$ cat src/rtl/pc_sequencer_pkg.sv
package pc_sequencer_pkg;
  typedef enum logic [2:0] {
    OP_HOLD,
    OP_ADV,
    OP_JMP,
    OP_CALL,
    OP_POP,
    OP_IRQ
  } seq_op_e;
endpackage

$ cat src/rtl/pc_op_decode.sv
module pc_op_decode
  import pc_sequencer_pkg::*;
(
  input  logic    irq_ack_i,
  input  logic    adv_i,
  input  logic    jmp_i,
  input  logic    call_i,
  input  logic    ret_i,
  input  logic    retl_i,
  input  logic    reti_i,
  output seq_op_e op_o
);
  // fixed priority: interrupt > call > jump > return > advance
  always_comb begin
    if (irq_ack_i)                      op_o = OP_IRQ;
    else if (call_i)                    op_o = OP_CALL;
    else if (jmp_i)                     op_o = OP_JMP;
    else if (ret_i || retl_i || reti_i) op_o = OP_POP;
    else if (adv_i)                     op_o = OP_ADV;
    else                                op_o = OP_HOLD;
  end
endmodule

$ cat src/rtl/pc_next.sv
module pc_next
  import pc_sequencer_pkg::*;
#(
  parameter int unsigned ADDR_W = 11,
  parameter int unsigned OFS_W  = 10,
  parameter logic [ADDR_W-1:0] IRQ_VEC = 'h003
) (
  input  seq_op_e               op_i,
  input  logic [ADDR_W-1:0]     pc_i,
  input  logic [OFS_W-1:0]      target_i,
  input  logic [ADDR_W-OFS_W-1:0] page_i,
  input  logic [ADDR_W-1:0]     top_i,
  output logic [ADDR_W-1:0]     pc_nxt_o,
  output logic                  push_o,
  output logic                  pop_o,
  output logic [ADDR_W-1:0]     push_data_o
);
  logic [ADDR_W-1:0] pc_inc;
  assign pc_inc = pc_i + ADDR_W'(1);

  always_comb begin
    pc_nxt_o    = pc_i;
    push_o      = 1'b0;
    pop_o       = 1'b0;
    push_data_o = pc_inc;
    unique case (op_i)
      OP_ADV:  pc_nxt_o = pc_inc;
      OP_JMP:  pc_nxt_o = {page_i, target_i};
      OP_CALL: begin
        pc_nxt_o = {page_i, target_i};
        push_o   = 1'b1;
      end
      OP_POP: begin
        pc_nxt_o = top_i;
        pop_o    = 1'b1;
      end
      OP_IRQ: begin
        // resume at the interrupted word
        pc_nxt_o    = IRQ_VEC;
        push_o      = 1'b1;
        push_data_o = pc_i;
      end
      default: pc_nxt_o = pc_i;
    endcase
  end
endmodule

$ cat src/rtl/pc_ret_stack.sv
module pc_ret_stack #(
  parameter int unsigned ADDR_W = 11,
  parameter int unsigned DEPTH  = 8
) (
  input  logic              clk_i,
  input  logic              rst_ni,
  input  logic              push_i,
  input  logic              pop_i,
  input  logic [ADDR_W-1:0] push_data_i,
  output logic [ADDR_W-1:0] top_o,
  output logic              ovf_o,
  output logic              udf_o
);
  localparam int unsigned PW = (DEPTH > 1) ? $clog2(DEPTH) : 1;
  localparam int unsigned CW = $clog2(DEPTH + 1);
  localparam logic [PW-1:0] LAST = PW'(DEPTH - 1);
  localparam logic [CW-1:0] FULL = CW'(DEPTH);

  logic [ADDR_W-1:0] mem_q [DEPTH];
  logic [PW-1:0]     sp_q, sp_inc, sp_dec;
  logic [CW-1:0]     cnt_q;
  logic              empty, full;

  assign empty  = (cnt_q == '0);
  assign full   = (cnt_q == FULL);
  assign sp_inc = (sp_q == LAST) ? '0 : sp_q + PW'(1);
  assign sp_dec = (sp_q == '0) ? LAST : sp_q - PW'(1);
  assign top_o  = empty ? mem_q[0] : mem_q[sp_dec];

  always_ff @(posedge clk_i or negedge rst_ni) begin
    if (!rst_ni) begin
      sp_q  <= '0;
      cnt_q <= '0;
      ovf_o <= 1'b0;
      udf_o <= 1'b0;
    end else if (push_i) begin
      sp_q <= sp_inc;
      if (full) ovf_o <= 1'b1;
      else      cnt_q <= cnt_q + CW'(1);
    end else if (pop_i) begin
      if (empty) udf_o <= 1'b1;
      else begin
        sp_q  <= sp_dec;
        cnt_q <= cnt_q - CW'(1);
      end
    end
  end

  always_ff @(posedge clk_i or negedge rst_ni) begin
    if (!rst_ni) begin
      for (int i = 0; i < DEPTH; i++) mem_q[i] <= '0;
    end else if (push_i) begin
      mem_q[sp_q] <= push_data_i;
    end
  end


  cnt_bound_chk: assert property (@(posedge clk_i) disable iff (!rst_ni)
    cnt_q <= FULL);

  ovf_set_chk: assert property (@(posedge clk_i) disable iff (!rst_ni)
    (push_i && full) |=> ovf_o);

  ovf_sticky_chk: assert property (@(posedge clk_i) disable iff (!rst_ni)
    ovf_o |=> ovf_o);

  udf_hold_chk: assert property (@(posedge clk_i) disable iff (!rst_ni)
    (pop_i && !push_i && empty) |=> (udf_o && $stable(sp_q) && $stable(cnt_q)));

  udf_sticky_chk: assert property (@(posedge clk_i) disable iff (!rst_ni)
    udf_o |=> udf_o);

  push_pop_excl_chk: assert property (@(posedge clk_i) disable iff (!rst_ni)
    !(push_i && pop_i));
endmodule

$ cat src/rtl/pc_sequencer.sv
module pc_sequencer
  import pc_sequencer_pkg::*;
#(
  parameter int unsigned ADDR_W = 11,
  parameter int unsigned OFS_W  = 10,
  parameter int unsigned DEPTH  = 8,
  parameter logic [ADDR_W-1:0] IRQ_VEC = 'h003
) (
  input  logic                    clk_i,
  input  logic                    rst_ni,
  input  logic                    irq_ack_i,
  input  logic                    adv_i,
  input  logic                    jmp_i,
  input  logic                    call_i,
  input  logic                    ret_i,
  input  logic                    retl_i,
  input  logic                    reti_i,
  input  logic [OFS_W-1:0]        target_i,
  input  logic [ADDR_W-OFS_W-1:0] page_i,
  output logic [ADDR_W-1:0]       fetch_addr_o,
  output logic                    ovf_o,
  output logic                    udf_o
);
  seq_op_e           op;
  logic [ADDR_W-1:0] pc_q, pc_nxt, top, push_data;
  logic              push, pop;

  pc_op_decode u_decode (
    .irq_ack_i(irq_ack_i), .adv_i(adv_i), .jmp_i(jmp_i), .call_i(call_i),
    .ret_i(ret_i), .retl_i(retl_i), .reti_i(reti_i), .op_o(op)
  );

  pc_next #(.ADDR_W(ADDR_W), .OFS_W(OFS_W), .IRQ_VEC(IRQ_VEC)) u_next (
    .op_i(op), .pc_i(pc_q), .target_i(target_i), .page_i(page_i),
    .top_i(top), .pc_nxt_o(pc_nxt), .push_o(push), .pop_o(pop),
    .push_data_o(push_data)
  );

  pc_ret_stack #(.ADDR_W(ADDR_W), .DEPTH(DEPTH)) u_stack (
    .clk_i(clk_i), .rst_ni(rst_ni), .push_i(push), .pop_i(pop),
    .push_data_i(push_data), .top_o(top), .ovf_o(ovf_o), .udf_o(udf_o)
  );

  always_ff @(posedge clk_i or negedge rst_ni) begin
    if (!rst_ni) pc_q <= '0;
    else         pc_q <= pc_nxt;
  end

  assign fetch_addr_o = pc_q;

  logic any_ret;
  assign any_ret = ret_i || retl_i || reti_i;


  adv_inc_chk: assert property (@(posedge clk_i) disable iff (!rst_ni)
    (adv_i && !irq_ack_i && !call_i && !jmp_i && !any_ret)
      |=> fetch_addr_o == $past(fetch_addr_o) + ADDR_W'(1));

  hold_chk: assert property (@(posedge clk_i) disable iff (!rst_ni)
    (!adv_i && !irq_ack_i && !call_i && !jmp_i && !any_ret)
      |=> $stable(fetch_addr_o));

  jmp_target_chk: assert property (@(posedge clk_i) disable iff (!rst_ni)
    (jmp_i && !irq_ack_i && !call_i)
      |=> fetch_addr_o == {$past(page_i), $past(target_i)});

  call_target_chk: assert property (@(posedge clk_i) disable iff (!rst_ni)
    (call_i && !irq_ack_i)
      |=> fetch_addr_o == {$past(page_i), $past(target_i)});

  irq_vec_chk: assert property (@(posedge clk_i) disable iff (!rst_ni)
    irq_ack_i |=> fetch_addr_o == IRQ_VEC);
endmodule

$ cat config.mk
export PLATFORM = sky130hd
export DESIGN_NAME = pc_sequencer
export DESIGN_NICKNAME = d
export VERILOG_FILES = /design/src/rtl/pc_sequencer_pkg.sv /design/src/rtl/pc_op_decode.sv /design/src/rtl/pc_next.sv /design/src/rtl/pc_ret_stack.sv /design/src/rtl/pc_sequencer.sv
export SDC_FILE = /design/constraint.sdc
export NUM_CORES = 1
export LEC_CHECK = 0
export BUFFER_PORTS_ARGS = -buffer_cell sky130_fd_sc_hd__buf_2
export CORE_MARGIN = 2
export CORE_UTILIZATION = 60
export CTS_CLUSTER_DIAMETER = 200
export CTS_CLUSTER_SIZE = 12
export DETAILED_ROUTE_END_ITERATION = 7
export PLACE_DENSITY = 0.8
export SLEW_MARGIN = 20
export SYNTH_ARGS = -nofsm -noshare
export SYNTH_HDL_FRONTEND = slang
export SYNTH_SLANG_ARGS = --single-unit
export TNS_END_PERCENT = 20
$ cat constraint.sdc
create_clock -name clk_i -period 4.1 [get_ports clk_i]
set_clock_uncertainty 0.2 [all_clocks]
set_input_delay 0.82 -clock clk_i [delete_from_list [all_inputs] [get_ports clk_i]]
set_output_delay 0.82 -clock clk_i [all_outputs]
set_load 0.03 [all_outputs]
-- Yosys cells after proc, flatten, opt, wreduce, memory -nomap -nowiden
Cells that the tools add are included.
- reductions and logical operators: 13
- bitwise logic cells: 3
- equal/unequal tests: 9
- magnitude comparators: 3
- $add $sub $neg: 5
- multiplexer cells: 25
- operators with widths (kind ; number):
    88-bit bitwise mux ; 1
    11-bit 2-to-1 mux ; 5
    11-bit case mux with 4 select lines ; 1
    11-bit binary-select mux with 3-bit select ; 1
    11-bit demux with 3-bit select ; 1
    3-bit 2-to-1 mux ; 9
    4-bit 2-to-1 mux ; 4
    11-bit by 1-bit adder with 11-bit output (second input constant) ; 1
    3-bit == test (second input constant) ; 3
    4-bit greater-or-equal comparator (second input constant) ; 2
    3-bit NOT with 4-bit output ; 2
    3-bit by 2-bit == test with 1-bit output (second input constant) ; 2
    3-bit AND reduction ; 2
    4-bit by 1-bit adder with 4-bit output (second input constant) ; 1
    4-bit == test (second input constant) ; 1
    4-bit zero test ; 1
    4-bit by 1-bit < comparator with 1-bit output (second input constant) ; 1
    2-bit inequality test (second input constant) ; 2
    2-bit AND reduction ; 2
    4-bit nonzero test ; 1
    2-bit OR reduction ; 2
    4-bit by 1-bit subtractor with 4-bit output (second input constant) ; 1
    3-bit by 1-bit adder with 3-bit output (second input constant) ; 1
    3-bit by 1-bit == test with 1-bit output (second input constant) ; 1
    7 further kinds ; 10
- bits in registers: 108
- output and inout bits: 13
- bits of input ports: 20
- logic and storage cells: 71

-- Logic depth before layout (Yosys ltp)
Gate-level depths: netlist of the first run.
- depth in word-level cells: 11
- gate-level depth with buffers: 12
- gate-level depth less buffers: 8

-- Hierarchy
A second synthesis of the first run with hierarchy kept.
- cells, all modules: 510
- area total of the unflattened synthesis: 6033.3 um2
- modules (own cells, without submodules) (module ; times used ; sequential area each (um2) ; area each (um2) ; cells an instance):
    pc_ret_stack ; 1 ; 2427.3 ; 4865.9 ; 364
    pc_next ; 1 ; 0.0 ; 849.6 ; 128
    pc_sequencer ; 1 ; 275.3 ; 275.3 ; 11
    pc_op_decode ; 1 ; 0.0 ; 42.5 ; 7

-- Worst setup path after synthesis of the first run
OpenSTA, ideal clock, no wires.
- kind: reg-to-reg
- from: reg u_stack.sp_q[0]
- to: reg pc_q[0], in the netlist fetch_addr_o[0]
- period minus slack after synthesis: 3.033 ns
- arrival time: 2.700 ns
- buffers on the path: 5
- required time: 3.767 ns
- library setup time: 0.133 ns
- cell stages (with the launch flop): 13
- setup slack: 1.067 ns
- cells stage by stage: dfrtp_1 buf_2 buf_2 buf_2 inv_1 ha_1 clkbuf_1 clkbuf_1 mux4_2 nand2_1 a21oi_1 a2111oi_0 nor2_1
- cells in the longest elaborated chain, start to end: 8
- elaborated cells between the ends (all ways): 9
- those cells by class: add/sub (1); mux (6); bitwise (1); reduce/logical (1)
- ends and longest elaborated chain (what ; RTL line ; source):
    start, declared ; pc_ret_stack.sv:20 ; logic [PW-1:0] sp_q, sp_inc, sp_dec;
    start signal, assigned ; pc_ret_stack.sv:37 ; sp_q <= sp_inc;
    start signal, assigned ; pc_ret_stack.sv:43 ; sp_q <= sp_dec;
    3-bit by 1-bit subtractor with 3-bit output / 3-bit zero test (equally long branches) ; pc_ret_stack.sv:27 ; assign sp_dec = (sp_q == '0) ? LAST : sp_q - PW'(1);
    3-bit 2-to-1 mux (*) ; pc_ret_stack.sv:27 ;
    3-bit NOT with 4-bit output (implied by the code) (*) ; pc_ret_stack.sv:28 ; assign top_o = empty ? mem_q[0] : mem_q[sp_dec];
    11-bit binary-select mux with 3-bit select (*) ; pc_ret_stack.sv:28 ;
    11-bit 2-to-1 mux (implied by the code) (*) (2 in a row) ; pc_ret_stack.sv:28 ;
    11-bit 2-to-1 mux (*) ; pc_ret_stack.sv:28 ;
    11-bit case mux with 4 select lines (*) ; pc_next.sv:26 ; unique case (op_i)
    end signal, assigned ; pc_sequencer.sv:46 ; else pc_q <= pc_nxt;
    end, declared ; pc_sequencer.sv:25 ; logic [ADDR_W-1:0] pc_q, pc_nxt, top, push_data;
Mark *: on every way between the ends. The rest lies on a longest branch, timed or not. The select of a mux whose other input is x is not followed.
A chain may end at the register's enable or synchronous reset.

-- Worst setup path in the final report of the first run
- from: in irq_ack_i
- to: reg u_stack.cnt_q[3]
- cells in the longest elaborated chain, start to end: 6
- elaborated cells between the ends (all ways): 12
- those cells by class: eq/ne (5); mux (4); reduce/logical (3)
- ends and longest elaborated chain (what ; RTL line ; source):
    start, declared ; pc_sequencer.sv:11 ; input logic irq_ack_i,
    3-bit 2-to-1 mux (*) ; pc_op_decode.sv:15 ; if (irq_ack_i) op_o = OP_IRQ;
    3-bit by 2-bit == test with 1-bit output / 3-bit == test (equally long branches) ; pc_next.sv:26 ;
    2-bit OR reduction (no source line) ; -- ;
    1-bit 2-to-1 mux ; pc_next.sv:26 ;
    2-bit inequality test (no source line) / 2-bit nonzero test (equally long branches) ; -- ;
    3-bit AND reduction (no source line) ; -- ;
    end signal, assigned ; pc_ret_stack.sv:39 ; else cnt_q <= cnt_q + CW'(1);
    end signal, assigned ; pc_ret_stack.sv:44 ; cnt_q <= cnt_q - CW'(1);
    end, declared ; pc_ret_stack.sv:21 ; logic [CW-1:0] cnt_q;
Mark *: on every way between the ends. The rest lies on a longest branch, timed or not.

==> results of run 1 <==
-- state kept, by name (all words and copies together), names as in the netlist --
signal / cells
fetch_addr_o: 11
u_stack.cnt_q: 4
u_stack.mem_q: 88
u_stack.ovf_o: 1
u_stack.sp_q: 3
u_stack.udf_o: 1
-- synthesized netlist by cell type, types with 2 or more instances --
library cell               instances
sky130_fd_sc_hd__a211o_1           3
sky130_fd_sc_hd__a211oi_1         10
sky130_fd_sc_hd__a21oi_1          65
sky130_fd_sc_hd__a221o_1           3
sky130_fd_sc_hd__a22oi_1           4
sky130_fd_sc_hd__a31oi_1           7
sky130_fd_sc_hd__and3_1            2
sky130_fd_sc_hd__buf_2             6
sky130_fd_sc_hd__buf_6             4
sky130_fd_sc_hd__clkbuf_1         28
sky130_fd_sc_hd__clkinv_1          2
sky130_fd_sc_hd__dfrtp_1         108
sky130_fd_sc_hd__ha_1              7
sky130_fd_sc_hd__inv_1            10
sky130_fd_sc_hd__mux2_2            7
sky130_fd_sc_hd__mux2i_1          10
sky130_fd_sc_hd__mux4_2           12
sky130_fd_sc_hd__nand2_1          64
sky130_fd_sc_hd__nand2b_1          2
sky130_fd_sc_hd__nand3_1          12
sky130_fd_sc_hd__nand4_1           4
sky130_fd_sc_hd__nor2_1           87
sky130_fd_sc_hd__nor2b_1           4
sky130_fd_sc_hd__nor3_1           12
sky130_fd_sc_hd__nor4_1            4
sky130_fd_sc_hd__o21ai_0          48
sky130_fd_sc_hd__o31ai_1           3
sky130_fd_sc_hd__o32ai_1           3
sky130_fd_sc_hd__xnor2_1          11
sky130_fd_sc_hd__xor2_1            6
-- stage by stage --
step	total power [uW]	hold slack, ns	setup slack, ns	util	cell area [sq um]
floorplan	3530	0.244	1.07	-	5510
global placement	3990	0.246	0.905	0.645	5680
detailed placement	4120	0.247	0.778	0.645	5680
CTS	4750	0.276	1.17	0.667	5880
global route	5130	0.302	0.877	0.667	5880
finish	4760	0.269	1.08	0.667	5880
-- report_power, final --
part / switching, uW / internal [uW]
logic: 1320 / 928
clock network: 393 / 236
registers: 333 / 1550
-- per-layer routing --
| layer | up-vias | routed length (um) | part of all wire | GRT usage |
|---|---|---|---|---|
| met5 | - | 0 | 0 | 0 |
| met4 | 0 | 116 | 0.0093 | 0.0695 |
| met3 | 15 | 729 | 0.059 | 0.0508 |
| met2 | 149 | 5910 | 0.47 | 0.424 |
| met1 | 2130 | 5710 | 0.46 | 0.399 |
| li1 | 2054 | - | - | - |
-- final cells by class --
type / count / share of cell area
Clock buffer: 9 / 0.0211
Clock inverter: 7 / 0.0115
Inverter: 12 / 0.00767
Multi-Input combinational cell: 416 / 0.436
Sequential cell: 108 / 0.460
Tap cell: 108 / 0.0230
Timing Repair Buffer: 42 / 0.0405
-- kinds of logic (layout without fill, tap and decap cells) --
kind of cell	after synthesis	after routing	synth area share
muxes	30	30	0.0861
adders and majority gates	8	8	0.0195
AOI/OAI and AO/OA	160	160	0.170
xor gates and xnor gates	17	17	0.0270
buffers and inverters	53	70	0.0484
DFF	108	108	0.490
and+or+nand+nor	201	201	0.159
-- worst max path at each step --
stage | startpoint | to | slack, ns | cells after the start
floorplan | u_stack.sp_q[0] | fetch_addr_o[0] | 1.07 | 12
global placement | irq_ack_i | u_stack.cnt_q[3] | 0.91 | 9
detailed placement | irq_ack_i | u_stack.cnt_q[3] | 0.78 | 9
CTS | irq_ack_i | u_stack.cnt_q[3] | 1.17 | 9
global route | irq_ack_i | u_stack.cnt_q[3] | 0.88 | 9
finish | irq_ack_i | u_stack.cnt_q[3] | 1.08 | 9
==> results_dict.tcl, run 1 <==
set metrics [dict create \
    detailed_place_hpwl_mm 8.69 \
    finalHoldViolCount 0 \
    coreArea_sq_mm 0.00881 \
    postSynth.asyncResetShare 1.00 \
    finalNetCount 617 \
    critical_path_s_top_delay_family "buffers and inverters" \
    worst_slew_margin_rel 0.418 \
    gp_congestion 0.866 \
    regToRegEndpoint "fetch_addr_o[6]" \
    post_synth_main_area_contributors "sky130_fd_sc_hd__dfrtp_1, sky130_fd_sc_hd__nor2_1, sky130_fd_sc_hd__a21oi_1" \
    io_pins 33 \
    clk_path_buf_depth 2 \
    worst_pin_slew_ns 0.867 \
    grt_first_pass_wirelength_mm 21.2 \
    min_from "u_stack.ovf_o" \
    synth_fp_nets 605 \
    cts_root_buffer "sky130_fd_sc_hd__clkbuf_8" \
    route.antenna.remaining_nets 0 \
    fillCellCount 697 \
    cts_setup_buffers 0 \
    num_rows 34 \
    vias_in_the_first_global_route 4151 \
    clk_transition_reported_paths_ns 0.11 \
    ir_drop_v 0.000332 \
    synth_flop_cell "sky130_fd_sc_hd__dfrtp_1" \
    crit_path_cell_trace "buf_2 -> or2_2 -> clkinv_1 -> ha_1 -> a21o_1 -> a21oi_1 -> nand3_1 -> mux2i_1 -> o31ai_1" \
    netlist.top_cell.by_area "sky130_fd_sc_hd__dfrtp_1" \
    timing.hold.worst_path_depth 1 \
    setup_viol 0 \
    route.detailed.vias_per_inst 6.19 \
    crit_path_max_incr_delay_ns 0.38 \
    hold_path.class "reg -> reg" \
    power.leakage_uw 0.00254 \
    critical-path-slowest-cell "sky130_fd_sc_hd__ha_1" \
    fin_cells 702 \
    cp-end-kind "register" \
    timing.critical_path.from_type "primary input" \
    proportion_of_synthesized_chip_area_in_sequential_cells 0.490 \
    cts-resized-gates 0 \
    final_period_minus_worst_setup_slack_ns 3.02 \
    synth.cell_area_sq_mm 0.00551 \
    track_usage 0.272 \
    detail_route.iter0.violations 268 \
    die_w_um 99.8 \
    grt_max_degree 68 \
    syn_area_per_cell_sq_um 9.55 \
    outcome "finished, final reports clean" \
    r2r_start "u_stack.sp_q[1]" \
    floorplan.die.height_um 99.8 \
    number_of_antenna_violations_at_the_first_check_in_global_routing 0 \
    setup_tns_final_ns 0 \
    place.port_buffers 32 \
    path_max_fanout 22 \
    cts_hold_buffers 0 \
    timing.setup.critical_path_class "in -> reg" \
    grt_overflow 0 \
    grt_setup_unrepaired "no" \
    timing.critical_path.buf_inv 2 \
    multiInputGateArea_sq_mm 0.00256 \
    cap_viol_max_count 0 \
    worst-r2r-setup-slack_ns 1.22 \
    detail_route.wirelength_mm 12.5 \
    most_common_cell_after_layout_fill_and_taps_aside "sky130_fd_sc_hd__dfrtp_1" \
    synth_register_bits 108 \
    number_of_cts_inserted_buffers 9 \
    ys_warn_count 0 \
    via_count 4348 \
    worstPathRequired_ns 4.17 \
    firstDrtPassIters 5 \
    layout.cells.most_common_list "sky130_fd_sc_hd__dfrtp_1, sky130_fd_sc_hd__nor2_1, sky130_fd_sc_hd__a21oi_1" \
    clk_latency_ns 0.38 \
    power_density_mw_per_mm2 809 \
    postSynthCellCount 577 \
    die_area_sq_mm 0.00997 \
    crit_arrival_ns 3.08 \
    tritoncts_num_sinks 108 \
    final.period_utilization 0.735 \
    floorplan.initialDensity 0.626 \
    max_freq_ghz 0.332 \
    antenna_cells_inserted 0 \
    place_inst 686 \
    hold-path-endpoint "u_stack.ovf_o" \
    wire_per_inst_um 17.7 \
    syn_to_final_growth_pct 6.63 \
    synth_enable_flop_cells 0 \
    remaining_drc_errors 0 \
    cts_tree "done" \
    worstRegToRegCells 6 \
    ctsHtreeMaxLevel 3 \
    synth_top_area_frac 0.490 \
    synth.distinct_cells 59 \
    slew_viol_final 0 \
    regArea_sq_mm 0.00270 \
    post_route_cells_drive_above_1_share 0.152 \
]
Power figures use the tool's default switching activity.
==> run 2: changes to the inputs <==
ABC_AREA = 1   (was default)
PLACE_DENSITY = 0.79   (was 0.8)
clock period = 2.91 ns   (was 4.1 ns; I/O delays follow)
==> results_dict.tcl, run 2 <==
set metrics [dict create \
    setup_viol 0 \
    ctsHtreeMaxLevel 3 \
    via_count 5623 \
    power.leakage_uw 0.00341 \
    wire_per_inst_um 16.3 \
    worst_slew_margin_rel 0.637 \
    layout.cells.most_common_list "sky130_fd_sc_hd__nand2_1, sky130_fd_sc_hd__nand3_1, sky130_fd_sc_hd__dfrtp_1" \
    max_freq_ghz 0.419 \
    post_route_cells_drive_above_1_share 0.125 \
    synth.distinct_cells 38 \
    tritoncts_num_sinks 108 \
    die_w_um 105 \
    post-place-ws_ns 0.489 \
    ir_drop_v 0.000850 \
    final_period_minus_worst_setup_slack_ns 2.39 \
    synth_fp_nets 860 \
    cp-end-kind "register" \
    synth.cell_area_sq_mm 0.00615 \
    floorplan.initialDensity 0.623 \
    cts_root_buffer "sky130_fd_sc_hd__clkbuf_8" \
    clk_transition_reported_paths_ns 0.11 \
    timing.hold.worst_path_depth 2 \
    vias_in_the_first_global_route 5550 \
    cts-resized-gates 0 \
    cts_setup_buffers 0 \
    worstRegToRegCells 13 \
    synthesized_area_fraction_occupied_by_xor_and_xnor_cells 0.00998 \
    outcome "finished, final reports clean" \
    slew_viol_final 0 \
    antenna_cells_inserted 0 \
    clk_latency_ns 0.40 \
    yosys-mux-area-fraction 0.00489 \
    crit_path_max_incr_delay_ns 0.43 \
    detail_route.wirelength_mm 16.2 \
    post_synth_most_frequent_cells "sky130_fd_sc_hd__nand2_1, sky130_fd_sc_hd__nand3_1, sky130_fd_sc_hd__dfrtp_1" \
    die_area_sq_mm 0.0111 \
    detailed_place_hpwl_mm 11.4 \
    number_of_antenna_violations_at_the_first_check_in_global_routing 0 \
    fillCellCount 861 \
    remaining_drc_errors 0 \
    cts_hold_buffers 1 \
    detail_route.iter0.violations 623 \
    netlist.top_cell.by_area "sky130_fd_sc_hd__dfrtp_1" \
    r2r_start "u_stack.sp_q[1]" \
    finalNetCount 886 \
    proportion_of_synthesized_chip_area_in_sequential_cells 0.440 \
    fin_cells 996 \
    syn_area_per_cell_sq_um 7.39 \
    setup_tns_final_ns 0 \
    cts_tree "done" \
    floorplan.die.height_um 105 \
    clk_path_buf_depth 2 \
    place.port_buffers 32 \
    regToRegEndpoint "fetch_addr_o[9]" \
    worstPathRequired_ns 3.01 \
    crit_path_cell_trace "inv_1 -> ha_1 -> ha_1 -> inv_1 -> nand2_1 -> nand2_1 -> nand3_1 -> nand2_1 -> nand3_1 -> nand2_1 -> nand3_1 -> nand2_1 -> inv_1" \
    route.detailed.vias_per_inst 5.65 \
    track_usage 0.311 \
    firstDrtPassIters 5 \
    endpoint "fetch_addr_o[9]" \
    post-synth-top-count-cell "sky130_fd_sc_hd__nand2_1" \
    most_common_cell_after_layout_fill_and_taps_aside "sky130_fd_sc_hd__nand2_1" \
    synth_register_bits 108 \
    layout_setup_ws_ns 0.522 \
    num_rows 36 \
    coreArea_sq_mm 0.00986 \
    power_density_mw_per_mm2 1110 \
    multiInputGateArea_sq_mm 0.00292 \
    synth_flop_cell "sky130_fd_sc_hd__dfrtp_1" \
    hold_path.class "reg -> reg" \
    grt_first_pass_wirelength_mm 27.1 \
    post_synth_main_area_contributors "sky130_fd_sc_hd__dfrtp_1, sky130_fd_sc_hd__nand2_1, sky130_fd_sc_hd__nand3_1" \
    timing.critical_path.from_type "register" \
    largest_family_of_logic_cells_by_synthesized_area "simple AND/OR/NAND/NOR gates" \
    postSynthCellCount 832 \
    postSynth.asyncResetShare 1.00 \
    place_inst 979 \
    top_register "u_stack.mem_q" \
    cap_viol_max_count 0 \
    grt_setup_unrepaired "no" \
    route.antenna.remaining_nets 0 \
    min_from "u_stack.mem_q[55]" \
    largest_reg_flops 88 \
    regArea_sq_mm 0.00270 \
    io_pins 33 \
    crit_arrival_ns 2.49 \
    timing.critical_path.from "u_stack.sp_q[1]" \
    synth_top_area_frac 0.440 \
    worst-r2r-setup-slack_ns 0.52 \
    synth_enable_flop_cells 0 \
    crit_path_most_repeated_cell "sky130_fd_sc_hd__nand2_1" \
    number_of_cts_inserted_buffers 9 \
    grt_max_degree 48 \
    syn_to_final_growth_pct 7.49 \
    ys_warn_count 0 \
    worst_pin_slew_ns 0.543 \
    path_max_fanout 10 \
    synth-adder-area-share 0.0175 \
    critical-path-slowest-cell "sky130_fd_sc_hd__dfrtp_1" \
    timing.setup.critical_path_class "reg -> reg" \
    finalHoldViolCount 0 \
    synth-compound-area-share 0.0729 \
    final.period_utilization 0.821 \
    grt_overflow 0 \
    synth_area_in_simple_gates 0.369 \
    gp_congestion 0.944 \
]
run 2: critical path: cells and delay by family (launching register included):
kind / cells / cell delay (ns)
fa+ha+maj: 2 / 0.42
simple gates: 8 / 1.01
flops: 1 / 0.43
buf+inv: 3 / 0.24
run 2: how the worst min path moves through the flow:
| stage | to | slack (ns) |
|---|---|---|
| 6_report | u_stack.mem_q[55] | 0.28 |
| 5_1_grt | u_stack.mem_q[64] | 0.31 |
| 4_1_cts | fetch_addr_o[1] | 0.28 |
| 3_5_place_dp | u_stack.mem_q[55] | 0.26 |
| 3_3_place_gp | u_stack.ovf_o | 0.25 |
| 2_1_floorplan | fetch_addr_o[0] | 0.09 |
run 2: routing by layer:
layer / part of all wire / vias up / global-route usage
met3: 0.085 / 45 / 0.0816
met5: 0 / - / 0
met1: 0.41 / 2624 / 0.402
met4: 0.028 / 0 / 0.126
li1: - / 2700 / -
met2: 0.48 / 254 / 0.499
run 2: cell families after synthesis:
family | Yosys count
adders and majority gates | 8
and+or+nand+nor | 514
muxes | 3
buffers and inverters | 111
DFF | 108
AOI/OAI and AO/OA | 81
xor gates and xnor gates | 7
run 2: metrics by stage:
stage	total power, uW	util	area [sq um]	hold WS, ns
floorplan	5280	-	6150	0.0864
detailed placement	6280	0.648	6390	0.258
global placement	6160	0.648	6390	0.250
finish	7340	0.670	6610	0.283
global route	7970	0.670	6610	0.310
CTS	7280	0.670	6610	0.278
run 2: final cells by class:
| class | instances | area share |
|---|---|---|
| clock inverter | 5 | 0.0100 |
| timing repair buffer | 50 | 0.0473 |
| sequential | 108 | 0.409 |
| tap | 133 | 0.0252 |
| clock buffer | 11 | 0.0214 |
| multi-input combinational | 613 | 0.441 |
| inverter | 76 | 0.0455 |
run 2: where the power goes:
group | internal (uW) | total, uW | switching [uW]
sequential | 2160 | 2560 | 400
clock | 433 | 984 | 551
combinational | 1230 | 3800 | 2560
==> run 3: changes to the inputs <==
CORE_UTILIZATION = 56   (was 60)
PLACE_DENSITY = 0.78   (was 0.79)
clock period = 1.94 ns   (was 2.91 ns; I/O delays follow)
==> results_dict.tcl, run 3 (synthesis results as in run 2) <==
set metrics [dict create \
    antenna_cells_inserted 0 \
    largest_reg_flops 88 \
    final_period_minus_worst_setup_slack_ns 1.87 \
    coreArea_sq_mm 0.0108 \
    cts_root_buffer "sky130_fd_sc_hd__clkbuf_8" \
    vias_in_the_first_global_route 5539 \
    max_freq_ghz 0.534 \
    p_sw_frac 0.475 \
    clockPowerShare 0.122 \
    endpoint "fetch_addr_o[1]" \
    grt_setup_unrepaired "yes" \
    grt_max_degree 109 \
    critical-path-slowest-cell "sky130_fd_sc_hd__dfrtp_1" \
    crit_path_cell_trace "inv_2 -> ha_4 -> inv_2 -> buf_4 -> nand3_1 -> nand2_1 -> nand2_1 -> nand3_1 -> nand2_1 -> nand2_1 -> nand2_1 -> nand2_1" \
    via_count 5785 \
    ir_drop_v 0.000891 \
    die_w_um 109 \
    number_of_antenna_violations_at_the_first_check_in_global_routing 0 \
    cts_tree "done" \
    place.port_buffers 32 \
    syn_to_final_growth_pct 13.8 \
    clk_latency_ns 0.40 \
    regArea_sq_mm 0.00271 \
    worst-r2r-setup-slack_ns 0.07 \
    ctsHtreeMaxLevel 3 \
    power.leakage_uw 0.00359 \
    finalPower_uw 11800 \
    worstRegToRegCells 12 \
    outcome "finished, final reports clean" \
    placement.cell_area_sq_mm 0.00665 \
    floorplan.initialDensity 0.569 \
    track_usage 0.289 \
    layout.cells.most_common_list "sky130_fd_sc_hd__nand2_1, sky130_fd_sc_hd__nand3_1, sky130_fd_sc_hd__dfrtp_1" \
    crit_arrival_ns 1.98 \
    part_of_the_total_power_dissipated_in_combinational_logic 0.554 \
    power_density_mw_per_mm2 1690 \
    regToRegEndpoint "fetch_addr_o[1]" \
    timing.critical_path.from_type "register" \
    detail_route.wirelength_mm 16.3 \
    routed-wl-met3_mm 1.15 \
    multiInputGateArea_sq_mm 0.00300 \
    wire_per_inst_um 15.8 \
    most_common_cell_after_layout_fill_and_taps_aside "sky130_fd_sc_hd__nand2_1" \
    remaining_drc_errors 0 \
    wl_met1_mm 6.79 \
    num_rows 38 \
    crit_path_most_repeated_cell "sky130_fd_sc_hd__nand2_1" \
    worstPathRequired_ns 2.05 \
    number_of_cts_inserted_buffers 9 \
    r2r_start "u_stack.sp_q[1]" \
    detail_route.iter0.violations 650 \
    timing.critical_path.from "u_stack.sp_q[1]" \
    slew_viol_final 0 \
    final_design_area_no_fill_sq_mm 0.00699 \
    sequentialPowerShare 0.323 \
    grt_overflow 0 \
    io_pins 33 \
    hold_path.class "in -> reg" \
    worst_pin_slew_ns 0.612 \
    route.antenna.remaining_nets 0 \
    detailed_place_hpwl_mm 11.5 \
    cp-end-kind "register" \
    tritoncts_num_sinks 108 \
    route.detailed.vias_per_inst 5.61 \
    total_switching_power_uw 5600 \
    die_area_sq_mm 0.0118 \
    top_layer "met4" \
    grt_first_pass_wirelength_mm 26.7 \
    floorplan.die.height_um 109 \
    clk_path_buf_depth 2 \
    p_int_uw 6190 \
    finalHoldViolCount 0 \
    top_register "u_stack.mem_q" \
    path_max_fanout 6 \
    gp_congestion 0.920 \
    fillCellCount 912 \
    clk_transition_reported_paths_ns 0.12 \
    firstDrtPassIters 5 \
    setup_viol 0 \
    cap_viol_max_count 0 \
    wl_met2_mm 7.94 \
    finalNetCount 914 \
    timing.setup.critical_path_class "reg -> reg" \
    final.period_utilization 0.966 \
    crit_path_max_incr_delay_ns 0.39 \
    worst_slew_margin_rel 0.592 \
    post_route_cells_drive_above_1_share 0.175 \
]
[run 3: cell types whose count changed in the layout (fill, tap and decap cells not counted), sizes merged]
cell / previous run / this run
buf: 49 / 77
bufinv: 1 / 0
clkbuf: 11 / 9
clkinv: 1 / 3
clkinvlp: 1 / 0
inv: 78 / 80
[run 3: power by group through the flow]
stage	registers, uW	logic, uW	clock network [uW]
global route	3930	7250	1550
finish	3810	6540	1440
CTS	3780	6150	1450
floorplan	3850	4120	0
global placement	3790	5860	0
detailed placement	3830	6050	0
[run 3: cell type report]
cell class / instances / area share
clock inverters: 7 / 0.0127
flip-flops and latches: 108 / 0.387
clock buffers: 9 / 0.0177
repair buffers: 78 / 0.0850
inverters: 76 / 0.0433
well taps: 140 / 0.0250
multi-input cells: 613 / 0.430
[run 3: timing repair]
| item | in CTS | in global routing |
|---|---|---|
| hold buffers | 1 | 0 |
| endpoints found under the hold margin | 108 | 0 |
| setup buffers | 0 | 0 |
| endpoints found under the setup margin | 7 | 41 |
| cloned | 0 | 1 |
| resized for setup | 5 | 25 |
| pin swaps | 0 | 7 |
[run 3: critical path: cells and delay by family (launching register included)]
kind                     cells  cell delay [ns]
AND/OR/NAND/NOR              8             0.60
buffers and inverters        3             0.28
flip-flops                   1             0.39
adder cells (fa/ha/maj)      1             0.30
[run 3: worst min path at each step]
stage	start	end	slack (ns)	cells past startpoint
2_1_floorplan	rst_ni	fetch_addr_o[0]	-0.11	0
3_3_place_gp	u_stack.ovf_o	u_stack.ovf_o	0.25	1
4_1_cts	target_i[1]	fetch_addr_o[1]	0.11	5
6_report	target_i[1]	fetch_addr_o[1]	0.1	5
3_5_place_dp	u_stack.mem_q[66]	u_stack.mem_q[66]	0.26	2
5_1_grt	target_i[1]	fetch_addr_o[1]	0.13	5
[run 3: metal layers]
layer | track usage | vias up
met4 | 0.126 | 0
li1 | - | 2757
met5 | 0 | -
met1 | 0.381 | 2726
met3 | 0.0460 | 32
met2 | 0.475 | 270
[run 3: per-stage QoR]
stage	setup TNS [ns]	hold WS, ns	worst slack [ns]	instances	util
final	0	0.0988	0.0664	1031	0.648
after global routing	-0.168	0.129	-0.0498	1031	0.648
after detailed placement	-0.114	0.259	-0.0393	1013	0.616
after CTS	0	0.110	0.00384	1030	0.639
after global placement	0	0.250	0.0516	1013	0.616
after floorplan	-0.0436	-0.108	-0.0117	832	-
